--- src/rtl/dpa_pkg.sv ---
package dpa_pkg;
  typedef enum logic [1:0] {
    OWN_NONE  = 2'd0,
    OWN_LEFT  = 2'd1,
    OWN_RIGHT = 2'd2
  } owner_e;
endpackage

--- src/rtl/dpa_port_track.sv ---
module dpa_port_track #(
  parameter int ADDR_W = 16
) (
  input  logic              clk,
  input  logic              rst,
  input  logic              en,
  input  logic [ADDR_W-1:0] addr,
  output logic              fresh
);
  logic              prev_en;
  logic [ADDR_W-1:0] prev_addr;

  always_ff @(posedge clk) begin
    if (rst) begin
      prev_en   <= 1'b0;
      prev_addr <= '0;
    end else begin
      prev_en   <= en;
      prev_addr <= addr;
    end
  end

  // an access is new when it starts from idle or jumps to another word
  assign fresh = en && (!prev_en || (addr != prev_addr));

  // an enable rising from idle always counts as a new access
  a_r3_fresh_from_idle: assert property (@(posedge clk) disable iff (rst)
    (!$past(en) && en) |-> fresh);
endmodule

--- src/rtl/dpa_decide.sv ---
module dpa_decide
  import dpa_pkg::*;
(
  input  logic   clk,
  input  logic   rst,
  input  logic   master_mode,
  input  logic   match,
  input  logic   fresh_l,
  input  logic   fresh_r,
  output owner_e owner_nxt
);
  owner_e owner_q;

  always_comb begin
    if (!master_mode || !match)           owner_nxt = OWN_NONE;
    else if (owner_q == OWN_LEFT  && !fresh_l) owner_nxt = OWN_LEFT;
    else if (owner_q == OWN_RIGHT && !fresh_r) owner_nxt = OWN_RIGHT;
    else if (fresh_l && !fresh_r)         owner_nxt = OWN_RIGHT;
    else                                  owner_nxt = OWN_LEFT;
  end

  always_ff @(posedge clk) begin
    if (rst) owner_q <= OWN_NONE;
    else     owner_q <= owner_nxt;
  end

  // a held winner keeps ownership while the collision lasts
  a_r5_hold_left: assert property (@(posedge clk) disable iff (rst)
    (master_mode && match && owner_q == OWN_LEFT && !fresh_l) |=> owner_q == OWN_LEFT);
  a_r5_hold_right: assert property (@(posedge clk) disable iff (rst)
    (master_mode && match && owner_q == OWN_RIGHT && !fresh_r) |=> owner_q == OWN_RIGHT);
  // two new accesses on a collision go to the left side
  a_r4_tie_left: assert property (@(posedge clk) disable iff (rst)
    (master_mode && match && fresh_l && fresh_r) |=> owner_q == OWN_LEFT);
endmodule

--- src/rtl/dpa_out_stage.sv ---
module dpa_out_stage
  import dpa_pkg::*;
(
  input  logic   clk,
  input  logic   rst,
  input  logic   master_mode,
  input  owner_e owner_nxt,
  input  logic   ext_l_n,
  input  logic   ext_r_n,
  input  logic   fresh_l,
  input  logic   fresh_r,
  output logic   busy_l_n,
  output logic   busy_r_n,
  output logic   winh_l,
  output logic   winh_r
);
  always_ff @(posedge clk) begin
    if (rst) begin
      busy_l_n <= 1'b1;
      busy_r_n <= 1'b1;
      winh_l   <= 1'b0;
      winh_r   <= 1'b0;
    end else if (master_mode) begin
      busy_l_n <= (owner_nxt != OWN_RIGHT);
      busy_r_n <= (owner_nxt != OWN_LEFT);
      winh_l   <= (owner_nxt == OWN_RIGHT);
      winh_r   <= (owner_nxt == OWN_LEFT);
    end else begin
      busy_l_n <= ext_l_n;
      busy_r_n <= ext_r_n;
      winh_l   <= !ext_l_n || fresh_l;
      winh_r   <= !ext_r_n || fresh_r;
    end
  end

  // a new slave access is write-inhibited for its first cycle
  a_r10_slave_settle_l: assert property (@(posedge clk) disable iff (rst)
    (!$past(rst) && !$past(master_mode) && $past(fresh_l)) |-> winh_l);
  a_r10_slave_settle_r: assert property (@(posedge clk) disable iff (rst)
    (!$past(rst) && !$past(master_mode) && $past(fresh_r)) |-> winh_r);
endmodule

--- src/rtl/dpa_contention_arb.sv ---
module dpa_contention_arb
  import dpa_pkg::*;
#(
  parameter int ADDR_W = 16
) (
  input  logic              clk,
  input  logic              rst,
  input  logic              master_mode,
  input  logic              left_en,
  input  logic [ADDR_W-1:0] left_addr,
  input  logic              right_en,
  input  logic [ADDR_W-1:0] right_addr,
  input  logic              ext_busy_left_n,
  input  logic              ext_busy_right_n,
  output logic              busy_left_n,
  output logic              busy_right_n,
  output logic              winh_left,
  output logic              winh_right
);
  localparam int NSIDE = 2;

  logic              side_en   [NSIDE];
  logic [ADDR_W-1:0] side_addr [NSIDE];
  logic              side_new  [NSIDE];
  logic              match;
  owner_e            owner_nxt;
  logic              live_q;

  assign side_en[0]   = left_en;
  assign side_en[1]   = right_en;
  assign side_addr[0] = left_addr;
  assign side_addr[1] = right_addr;

  for (genvar s = 0; s < NSIDE; s++) begin : g_side
    dpa_port_track #(.ADDR_W(ADDR_W)) u_track (
      .clk  (clk),
      .rst  (rst),
      .en   (side_en[s]),
      .addr (side_addr[s]),
      .fresh(side_new[s])
    );
  end

  assign match = left_en && right_en && (left_addr == right_addr);

  dpa_decide u_decide (
    .clk        (clk),
    .rst        (rst),
    .master_mode(master_mode),
    .match      (match),
    .fresh_l    (side_new[0]),
    .fresh_r    (side_new[1]),
    .owner_nxt  (owner_nxt)
  );

  dpa_out_stage u_out (
    .clk        (clk),
    .rst        (rst),
    .master_mode(master_mode),
    .owner_nxt  (owner_nxt),
    .ext_l_n    (ext_busy_left_n),
    .ext_r_n    (ext_busy_right_n),
    .fresh_l    (side_new[0]),
    .fresh_r    (side_new[1]),
    .busy_l_n   (busy_left_n),
    .busy_r_n   (busy_right_n),
    .winh_l     (winh_left),
    .winh_r     (winh_right)
  );

  always_ff @(posedge clk) begin
    if (rst) live_q <= 1'b0;
    else     live_q <= 1'b1;
  end

  // reset leaves both sides free
  a_r1_reset_idle: assert property (@(posedge clk)
    $past(rst) |-> (busy_left_n && busy_right_n && !winh_left && !winh_right));
  // no collision means no busy in master mode
  a_r2_free_without_match: assert property (@(posedge clk) disable iff (rst)
    (live_q && $past(master_mode) &&
     !$past(left_en && right_en && left_addr == right_addr))
    |-> (busy_left_n && busy_right_n));
  // one loser at most
  a_r7_single_loser: assert property (@(posedge clk) disable iff (rst)
    (live_q && $past(master_mode)) |-> (busy_left_n || busy_right_n));
  // write inhibit tracks busy in master mode
  a_r9_winh_is_busy: assert property (@(posedge clk) disable iff (rst)
    (live_q && $past(master_mode))
    |-> (winh_left == !busy_left_n && winh_right == !busy_right_n));
  // slave busy copies the external levels one edge later
  a_r8_slave_copy: assert property (@(posedge clk) disable iff (rst)
    (live_q && !$past(master_mode))
    |-> (busy_left_n == $past(ext_busy_left_n) && busy_right_n == $past(ext_busy_right_n)));
endmodule

--- config.mk ---
export PLATFORM = sky130hd
export DESIGN_NAME = dpa_contention_arb
export DESIGN_NICKNAME = d
export VERILOG_FILES = /design/src/rtl/dpa_pkg.sv /design/src/rtl/dpa_port_track.sv /design/src/rtl/dpa_decide.sv /design/src/rtl/dpa_out_stage.sv /design/src/rtl/dpa_contention_arb.sv
export SDC_FILE = /design/constraint.sdc
export NUM_CORES = 1
export LEC_CHECK = 0
export ABC_AREA = 1
export BUFFER_PORTS_ARGS = -buffer_cell sky130_fd_sc_hd__buf_2
export CAP_MARGIN = 40
export CORE_MARGIN = 2
export CORE_UTILIZATION = 48
export CTS_BUF_LIST = sky130_fd_sc_hd__clkbuf_16
export DETAILED_ROUTE_END_ITERATION = 8
export HOLD_SLACK_MARGIN = 0.05
export PLACE_DENSITY = 0.71
export SKIP_CTS_REPAIR_TIMING = 1
export SYNTH_ARGS = -nofsm -noshare
export SYNTH_HDL_FRONTEND = slang
export SYNTH_SLANG_ARGS = --single-unit
export TNS_END_PERCENT = 100
--- constraint.sdc ---
create_clock -name clk -period 1.07 [get_ports clk]
set_input_delay 0.214 -clock clk [delete_from_list [all_inputs] [get_ports clk]]
set_output_delay 0.214 -clock clk [all_outputs]
set_load 0.03 [all_outputs]
# Yosys cells after proc, flatten, opt, wreduce, memory -nomap -nowiden
# Index checks and enable logic that the tools add are counted.
[op_classes]
reduce_logical = 20
eq_ne = 9
mux = 8
[op_table]
columns = ["cell", "n"]
rows = [
  ["$ne 16x16->1", 2],
  ["$eq 16x16->1", 1],
  ["$logic_not 1->1", 8],
  ["$mux 2", 4],
  ["$logic_and 1x1->1", 7],
  ["$logic_or 1x1->1", 5],
  ["$eq 2x1->1 const B", 2],
  ["$eq 2x2->1 const B", 2],
  ["$mux 1", 4],
  ["$ne 2x1->1 const B", 1],
  ["$ne 2x2->1 const B", 1],
]
[word_totals]
in_bits = 39
out_inout_bits = 4
register_bits = 40

# Depth between registers and ports, before layout
[logic_depth]
word_depth = 11
ltp_mapped = 12
depth_no_buf = 12

# Cells and area by module
# Synthesis repeated with hierarchy kept, for this count alone.
[unflattened]
hier_cells = 319
hier_area_um2 = 1985.7
[by_module_without_submodules]
columns = ["mod", "area_per_inst_um2", "seq_area_each_um2", "n_inst", "cells_each"]
rows = [
  ["dpa_port_track", 724.4, 340.3, 2, 110],
  ["dpa_contention_arb", 271.5, 0.0, 1, 60],
  ["dpa_out_stage", 155.1, 80.1, 1, 22],
  ["dpa_decide", 110.1, 40.0, 1, 17],
]

# Least setup slack after synthesis
# No wires, ideal clock.
[synth_timing]
kind = "register to register"
start = "register g_side[0].u_track.prev_addr[1]"
end = "register u_out.busy_r_n"
t_required_ps = 950
arrival_time_ps = 962
n_path_buf = 0
stages_incl_launch_ff = 12
slack_ps = -12
cell_sequence = "dfxtp_1 -> inv_1 -> nand2_1 -> nand2_1 -> nor2_1 -> nand3_1 -> nor2_1 -> nand2_1 -> nand2_2 -> nand2_2 -> nand2_2 -> a21oi_1"
[synth_via]
elab_chain_len = 10
elab_cells_between_ends = 12
classes_between = "eq/ne (2); mux (5); reduce/logical (5)"
[synth_lines]
columns = ["item", "line", "rtl"]
rows = [
  ["start, declared", "dpa_port_track.sv:11", "logic [ADDR_W-1:0] prev_addr;"],
  ["start signal, assigned", "dpa_port_track.sv:19", "prev_addr <= addr;"],
  ["$ne 16x16->1 (*)", "dpa_port_track.sv:24", "assign fresh = en && (!prev_en || (addr != prev_addr));"],
  ["$logic_or 1x1->1 (*)", "dpa_port_track.sv:24", ""],
  ["$logic_and 1x1->1 (*)", "dpa_port_track.sv:24", ""],
  ["$logic_and 1x1->1", "dpa_decide.sv:18", "else if (fresh_l && !fresh_r) owner_nxt = OWN_RIGHT;"],
  ["$mux 2", "dpa_decide.sv:18", ""],
  ["$mux 2", "dpa_decide.sv:17", "else if (owner_q == OWN_RIGHT && !fresh_r) owner_nxt = OWN_RIGHT;"],
  ["$mux 2 (*)", "dpa_decide.sv:16", "else if (owner_q == OWN_LEFT && !fresh_l) owner_nxt = OWN_LEFT;"],
  ["$mux 2 (*)", "dpa_decide.sv:15", "if (!master_mode || !match) owner_nxt = OWN_NONE;"],
  ["$ne 2x1->1 (*)", "dpa_out_stage.sv:25", "busy_r_n <= (owner_nxt != OWN_LEFT);"],
  ["$mux 1 (*)", "dpa_out_stage.sv:23", "end else if (master_mode) begin"],
  ["end signal, assigned", "dpa_out_stage.sv:25", ""],
  ["end signal, assigned", "dpa_out_stage.sv:30", "busy_r_n <= ext_r_n;"],
  ["end, declared", "dpa_out_stage.sv:13", "output logic busy_r_n,"],
]
# Mark *: on every way between the ends. The rest lies on a longest branch, timed or not.
# A chain may end at the register's enable or synchronous reset.

# Worst setup path after layout
[layout_timing]
start = "register g_side[0].u_track.prev_addr[3]"
end = "register u_out.busy_r_n"
# The elaborated chain is that of the path after synthesis.

==> metrics.csv <==
metric,value,unit
crit_buf_inv,1,
synth_compound_area_frac,0.0478,
failed_checks,negative setup slack,
crit_path_cell_trace,"inv_1, nand2_1, nand2_1, nor2_1, nand3_2, nor2_1, nand2_1, nand2_2, nand2_4, nand2_4, a21oi_1",
crit_slowest_cell,dfxtp_2,
clk_pin_slew_worst_paths,0.06,ns
fillCellCount,355,
crit_type,reg2reg,
yosys.area_share.simple,0.345,
synth_fp_nets,332,
syn2layout_area_growth,38.0,%
ff_latch_area,807,um^2
synthCells,293,
muxShareOfSynthArea,0,
cpPeakStageDelay,0.33,ns
arrival,1.54,ns
synth_top_family_by_area,simple AND/OR/NAND/NOR gates,
crit_path_end_kind,flop,
dp_hpwl,3.55,mm
drc,0,
detail-route-antenna-nets,0,
rows,23,
ys_top_cells_by_area,"dfxtp_1 41%, nand2_1 13%, nor2_1 11%",
cts_sinks,40,
avgRoutedWirePerCell,11.1,um
max_freq,721,MHz
grt_pass1_vias,1730,
cap_viol_max_count,0,
grt-ovfl-total,0,
wl,4.73,mm
relSlewSlack,0.830,
rsz0062_at_grt,yes,
initial_core_util,0.495,
synth_edf_count,0,
cp_max_fo,4,
drt_iter0_drc,46,
grt_pass1_wl,7.18,mm
grt_max_degree,21,
start_kind,flop,
post_route_cells_drive_above_1_share,0.332,
synth_async_sr_flop_share,0,
die_h,68.0,um
die_w,68.0,um
clock_skew,0.00241,ns
cts-htree-levels,2,
leakagePower,0.00140,uW
synth_top_area_frac,0.408,
viasPerCell,4.55,
hp-class,in2reg,
synth_cell_types,29,
fp.coreArea,3970,um^2
powerDensity,1440,nW/um^2
synth_fa_ha_area_frac,0,
cts_buffers,5,
yosysTopAreaCell,dfxtp_1,
tightest_slew,0.254,ns
tns,-1.56,ns
antennaDiodeCount,0,
synthesis.area,1960,um^2
insertion_delay,0.28,ns
drv_slew,0,
synth-seq-cells,40,
finalCriticalPeriod,1.39,ns
place_congestion,0.863,
grt_use_total,0.213,
outcome,"complete, but fails checks",
setup-violations-final,6,
critical_path.top_delay_family,simple AND/OR/NAND/NOR gates,
portBuffers,42,
finalWorstSetupSlack,-0.318,ns
synth_xor_area_frac,0.0892,
multi_input_area,993,um^2
cts-root-buf,clkbuf_16,
io-pin-count,43,
antenna_found_initial,0,
post-synth-top-count-cell,nand2_1,
first_pass_iters,4,
placed_area,2490,um^2
fin_nets,414,
final_cell_area,2710,um^2
hold_viol,0,
period_share,1.30,
fin_hold_ws,0.144,ns
crit_top_cell,nand2_1,
synth_warnings,0,
die_area,4620,um^2
vdd_drop_max,0.00107,V
vias,1940,
seq_area_frac_synth,0.408,
clk_path_buf_depth,2,
synth_common_cells,"68 x nand2_1, 60 x nor2_1, 40 x dfxtp_1",
cts_tree,built,
required,1.22,ns
avgSynthCellArea,6.70,um^2
ys.flop_type,dfxtp_1,
## worst paths after layout
path                               endpoint  depth (start not counted)  slack [ns]                           start
hold reg to reg                u_out.winh_l                          4        0.62             u_decide.owner_q[1]
setup reg to reg             u_out.busy_r_n                         11       -0.32  g_side[0].u_track.prev_addr[3]
hold / removal    g_side[1].u_track.prev_en                          2        0.14                             rst
setup / recovery             u_out.busy_r_n                         11       -0.32  g_side[0].u_track.prev_addr[3]
## layout make-up
type                    count  area share
multi-input cells         197       0.367
inverters                  52      0.0720
clock buffers               5      0.0462
repair buffers             79       0.180
flip-flops and latches     40       0.298
clock inverters             3      0.0143
well taps                  50      0.0231
## cells by family after synthesis
kind of cell	Yosys count
buffers and inverters	56
AO/OA/AOI/OAI	17
XOR/XNOR	20
flip-flops	40
AND/OR/NAND/NOR	160
## metrics by stage
step | cells | total power, uW | util | setup slack [ns]
detailed placement | 418 | 2250 | 0.628 | -0.304
global route | 426 | 4060 | 0.682 | -0.395
CTS | 426 | 3910 | 0.669 | -0.237
finish | 426 | 3910 | 0.682 | -0.318
global placement | 418 | 2240 | 0.628 | -0.291
floorplan | 293 | 1950 | - | -0.0120
## worst register-to-register path, delay by kind of cell (launching register included)
kind,cells,cell delay (ns)
compound gates,1,0.09
buf+inv,1,0.04
flops,1,0.33
simple gates,9,0.80
## layout by cell type (no fill, tap or decap), types with 3 or more instances in the layout
| cell | synthesis | final |
|---|---|---|
| o21ai_0 | 3 | 3 |
| dfxtp_2 | 0 | 5 |
| inv_1 | 37 | 36 |
| nand3_1 | 9 | 8 |
| nand4_1 | 4 | 4 |
| nand2_2 | 4 | 8 |
| nor2_1 | 60 | 59 |
| buf_4 | 0 | 37 |
| xor2_1 | 5 | 5 |
| xnor2_1 | 15 | 14 |
| clkbuf_16 | 0 | 5 |
| o21ai_1 | 9 | 9 |
| inv_2 | 14 | 16 |
| nand2_1 | 68 | 62 |
| buf_2 | 0 | 42 |
| nor2_2 | 3 | 4 |
| dfxtp_1 | 40 | 35 |
## registers in the layout (all words and copies together), names as in the netlist
register                  flops
u_out.winh_r                  1
g_side.u_track.prev_addr     32
u_out.busy_l_n                1
g_side.u_track.prev_en        2
u_out.winh_l                  1
u_decide.owner_q              2
u_out.busy_r_n                1
## metal layers
metal  track usage  vias to the layer above  wire, um
met3        0.0526                       10       223
li1              -                     1037         -
met1         0.244                      853      2100
met4        0.0825                        0        99
met2         0.377                       40      2310
met5             0                        -         0
## power breakdown
part,switching (uW),total (uW),internal [uW]
clock,577,1660,1090
sequential,32.4,1600,1570
combinational,340,643,303
(Power assumes the default switching activity.)
